$ cat src/rtl/irq_pin_router.sv
module irq_pin_router #(
  parameter int LEVEL_W     = 4,
  parameter int REG_W       = 16,
  parameter int ADDR_W      = 2,
  parameter int SYNC_STAGES = 2
) (
  input  logic                   clk,
  input  logic                   rst_n,
  input  logic [7:0]             irq_pins,
  input  logic [ADDR_W-1:0]      bus_addr,
  input  logic                   bus_wr,
  input  logic [REG_W-1:0]       bus_wdata,
  output logic [REG_W-1:0]       bus_rdata,
  output logic [(1<<LEVEL_W)-1:0] irq_pending,
  output logic [LEVEL_W-1:0]     irq_level
);
  localparam int PINS_PER_REG = REG_W / LEVEL_W;
  localparam int NUM_PINS     = 2 * PINS_PER_REG;
  localparam int NUM_LEVELS   = 1 << LEVEL_W;
  localparam int TOP_LEVEL    = NUM_LEVELS - 1;
  localparam logic [ADDR_W-1:0] A_SEL_LO = ADDR_W'(0);
  localparam logic [ADDR_W-1:0] A_SEL_HI = ADDR_W'(1);
  localparam logic [ADDR_W-1:0] A_MSET   = ADDR_W'(2);
  localparam logic [ADDR_W-1:0] A_MCLR   = ADDR_W'(3);

  logic [NUM_PINS-1:0]   sync_q [SYNC_STAGES];
  logic [REG_W-1:0]      sel_q  [2];
  logic [NUM_LEVELS-1:0] mask_q;
  logic [LEVEL_W-1:0]    pin_lvl [NUM_PINS];
  logic [NUM_LEVELS-1:0] raw_req;

  always_ff @(posedge clk or negedge rst_n) begin
    if (!rst_n) begin
      for (int s = 0; s < SYNC_STAGES; s++) sync_q[s] <= '0;
    end else begin
      sync_q[0] <= irq_pins[NUM_PINS-1:0];
      for (int s = 1; s < SYNC_STAGES; s++) sync_q[s] <= sync_q[s-1];
    end
  end

  always_ff @(posedge clk or negedge rst_n) begin
    if (!rst_n) begin
      sel_q[0] <= '0;
      sel_q[1] <= '0;
      mask_q   <= '1;
    end else if (bus_wr) begin
      case (bus_addr)
        A_SEL_LO: sel_q[0] <= bus_wdata;
        A_SEL_HI: sel_q[1] <= bus_wdata;
        A_MSET:   mask_q   <= mask_q | bus_wdata[NUM_LEVELS-1:0];
        default:  mask_q   <= mask_q & ~bus_wdata[NUM_LEVELS-1:0];
      endcase
    end
  end

  for (genvar p = 0; p < NUM_PINS; p++) begin : g_pin
    assign pin_lvl[p] = sel_q[p / PINS_PER_REG][(p % PINS_PER_REG)*LEVEL_W +: LEVEL_W];
  end

  always_comb begin
    raw_req = '0;
    for (int p = 0; p < NUM_PINS; p++)
      if (sync_q[SYNC_STAGES-1][p] && pin_lvl[p] != '0 && pin_lvl[p] != LEVEL_W'(TOP_LEVEL))
        raw_req[pin_lvl[p]] = 1'b1;
  end

  assign irq_pending = raw_req & ~mask_q;

  always_comb begin
    irq_level = '0;
    for (int l = 1; l < NUM_LEVELS; l++)
      if (irq_pending[l]) irq_level = LEVEL_W'(l);
  end

  always_comb begin
    case (bus_addr)
      A_SEL_LO: bus_rdata = sel_q[0];
      A_SEL_HI: bus_rdata = sel_q[1];
      default:  bus_rdata = REG_W'(mask_q);
    endcase
  end

  AST_SEL_LO_HOLD: assert property (@(posedge clk) disable iff (!rst_n)
    !(bus_wr && bus_addr == A_SEL_LO) |=> $stable(sel_q[0]));
  AST_RESERVED_IDLE: assert property (@(posedge clk) disable iff (!rst_n)
    !irq_pending[0] && !irq_pending[TOP_LEVEL]);
  AST_MASK_SET: assert property (@(posedge clk) disable iff (!rst_n)
    (bus_wr && bus_addr == A_MSET) |=>
      ((mask_q & $past(bus_wdata[NUM_LEVELS-1:0])) == $past(bus_wdata[NUM_LEVELS-1:0])));
  AST_MASK_SET_KEEP: assert property (@(posedge clk) disable iff (!rst_n)
    (bus_wr && bus_addr == A_MSET) |=>
      ((mask_q & ~$past(bus_wdata[NUM_LEVELS-1:0])) == ($past(mask_q) & ~$past(bus_wdata[NUM_LEVELS-1:0]))));
  AST_MASK_CLR: assert property (@(posedge clk) disable iff (!rst_n)
    (bus_wr && bus_addr == A_MCLR) |=>
      ((mask_q & $past(bus_wdata[NUM_LEVELS-1:0])) == '0));
  AST_LEVEL_IS_PENDING: assert property (@(posedge clk) disable iff (!rst_n)
    (irq_level != '0) |-> irq_pending[irq_level]);
  AST_MASKED_QUIET: assert property (@(posedge clk) disable iff (!rst_n)
    (irq_pending & mask_q) == '0);
endmodule

$ cat config.mk
export PLATFORM = sky130hd
export DESIGN_NAME = irq_pin_router
export DESIGN_NICKNAME = d
export VERILOG_FILES = /design/src/rtl/irq_pin_router.sv
export SDC_FILE = /design/constraint.sdc
export NUM_CORES = 1
export LEC_CHECK = 0
export ABC_AREA = 0
export BUFFER_PORTS_ARGS = -buffer_cell sky130_fd_sc_hd__buf_4
export CORE_AREA = 10 10 119 94
export DETAILED_ROUTE_END_ITERATION = 16
export DIE_AREA = 0 0 129 104
export PLACE_DENSITY = 0.7
export SYNTH_ARGS = -nofsm -noshare
export SYNTH_HDL_FRONTEND = slang
export SYNTH_SLANG_ARGS = --single-unit
$ cat constraint.sdc
create_clock -name clk -period 2.6 [get_ports clk]
set_input_delay 0.13 -clock clk [delete_from_list [all_inputs] [get_ports clk]]
set_output_delay 0.13 -clock clk [all_outputs]
set_load 0.01 [all_outputs]
==> results_dict.tcl <==
set metrics [dict create \
    ys_seq_elements 64 \
    cts-root-buf "clkbuf_16" \
    dp_slack_ps 246 \
    cp_num_buf_inv 1 \
    power_w 0.00404 \
    coreArea_sq_mm 0.00886 \
    postPlaceCellArea_sq_mm 0.00455 \
    fin_hold_ws_ps 45.3 \
    die_y_microns 104 \
    rows 30 \
    power_density_mw_per_mm2 773 \
    cp-end-kind "output pin" \
    synth_ff_type "dfrtp_1" \
    gp_congestion 1.00 \
    drive_above_1_share_pct 39.7 \
    yosysSeqAreaShare_pct 41.3 \
    criticalPathCategory "reg2out" \
    cp_max_fo 7 \
    worstMarginPinSlew_ps 805 \
    syn-cell-area_sq_mm 0.00392 \
    slowest_stage "dfrtp_2" \
    drtIter0Drc 305 \
    antenna_left 0 \
    crit_family "compound AO/OA/AOI/OAI gates" \
    cp.arrival_ps 2500 \
    grt_pass1_vias 3678 \
    cp-start-kind "register" \
    diodes 0 \
    period_share_pct 101 \
    ios 65 \
    leakagePower_nw 2.14 \
    tns_ps -26.5 \
    setup_viol 1 \
    busiest_layer "met1" \
    setup_slack_ps -26.5 \
    cts_made_buffers 9 \
    synth_top_area_cell "dfrtp_1" \
    drtPass1Iterations 5 \
    use_met1_pct 31.1 \
    syn2layout_area_growth_pct 33.4 \
    syn_inst 413 \
    tritoncts "built" \
    synth_edf_count 0 \
    cts_max_level 3 \
    place.port_buffers 62 \
    ir_worst_vdd_mv 0.549 \
    clock_latency_ps 340 \
    synth_warnings 0 \
    clk_path_buf_depth 2 \
    met3_usage_pct 6.52 \
    hold_class "in2reg" \
    async_reset_ff_share_pct 100 \
    ys_types 48 \
    use_met2_pct 28.4 \
    gr-total-overflow 0 \
    wl_per_cell_microns 23.3 \
    clock-sinks 64 \
    die_x_microns 129 \
    synth_top_area_share_pct 30.6 \
    cp_cell_sequence "nand3b_1 > o22a_1 > a41oi_4 > nor2_2 > a211o_1 > a211oi_2 > o311a_1 > buf_4" \
    crit_required_ps 2470 \
    max_freq_ghz 0.381 \
    avgSynthCellArea_sq_um 9.50 \
    finalClockSkew_ps 5.76 \
    n_fill_cell 791 \
    relSlewSlack_pct 46.4 \
    nets 538 \
    num_vias 3821 \
    ys_top_cells_by_area "dfrtp_1 31%, dfstp_2 11%, mux2_2 8.9%" \
    cp_slowest_stage_delay_ps 450 \
    path_clk_slew_ps 60 \
    violations "negative setup slack" \
    multiInputGateArea_sq_mm 0.00226 \
    grtUsageTotal_pct 21.3 \
    initial_utilization_pct 44.3 \
    routed_wl_microns 14600 \
    grt_max_degree 65 \
    dp_hpwl_microns 10700 \
    design_area_sq_mm 0.00523 \
    antenna_found_initial 0 \
    final-seq-area_sq_mm 0.00165 \
    drcViolationCount 0 \
    grt_pass1_wl_microns 21900 \
    die_area_sq_mm 0.0134 \
    finalMaxSlewViolations 0 \
    hold_viol_final 0 \
    viasPerCell 6.10 \
    cap_viol_max_count 0 \
    rsz0062_at_grt "yes" \
    period_minus_slack_ps 2630 \
    status "complete, but fails checks" \
]
==> layout make-up <==
cell class,instances,share of cell area (%)
well taps,112,2.68
clock buffers,10,4.57
clock inverters,6,0.980
inverters,8,0.574
repair buffers,110,16.5
multi-input cells,316,43.2
flip-flops and latches,64,31.5
==> power by group <==
| group | switching (W) | internal (W) |
|---|---|---|
| clock | 0.000481 | 0.000684 |
| sequential | 0.000297 | 0.00119 |
| combinational | 0.000697 | 0.000698 |
==> synth_stat cells (8+ instances only) <==
master / number
a21oi_1: 8
a31oi_1: 13
clkbuf_1: 23
dfrtp_1: 48
dfstp_2: 16
inv_1: 8
mux2_2: 31
mux2i_1: 16
nand2_1: 44
nand2b_1: 17
nand3_1: 8
nand3b_1: 14
nor2_1: 20
nor2b_1: 11
nor3_1: 9
o21ai_0: 27
o22ai_1: 21
==> placed cells by master, fill, tap and decap left out, drive strengths merged, types with 5 or more instances in the layout <==
cell         count
nand2           44
mux2i           16
a31oi           13
a21oi            8
a32oi            7
buf             94
nor3b            8
inv             11
nand3            8
o21ai           29
nor2            21
dlygate4sd3     16
o22a             7
nor3             9
or2              6
clkbuf          10
nor2b           11
a41oi            8
nand3b          14
nand2b          17
o22ai           21
a22oi            6
dfrtp           48
mux2            31
dfstp           16
nor4             5
==> cell families after synthesis <==
family          after synthesis  share of synthesized area (%)
mux                          47                           13.0
compound gates              113                           21.0
flops                        64                           41.3
other cells                   1                         0.0956
simple gates                154                           21.1
buf+inv                      34                           3.44
==> per-layer routing <==
layer  vias up  routed length (microns)
met1      1884                     6950
met2       188                     5870
met4         0                      291
met3        23                     1450
met5         -                        0
li1       1726                        -
==> per-stage QoR <==
step,std cells,util (%)
detailed placement,579,51.4
floorplan,414,-
global placement,579,51.4
finish,626,59.1
global route,626,59.1
CTS,619,57.7
==> path summary, 6_finish.rpt <==
path                       depth (start not counted)           end  slack (ps)    startpoint
hold reg to reg                                    0     sync_q[7]         350    sync_q[15]
setup / recovery                                   8  irq_level[0]         -30   pin_lvl[17]
min in group asynchronous                          2   pin_lvl[28]         420         rst_n
setup reg to reg                                   1   pin_lvl[24]        1620   pin_lvl[24]
max in group asynchronous                          2   pin_lvl[18]        1590         rst_n
hold / removal                                     2   pin_lvl[28]          50  bus_wdata[0]
==> repair_timing <==
item / CTS / global route
buffers inserted: 8 / 7
resized for setup: 16 / 22
endpoints found under the hold margin: 63 / 0
hold buffers: 16 / 0
setup endpoints to repair: 3 / 4
pin swaps: 4 / 4
No activity file was read; power rests on OpenSTA's default activity.
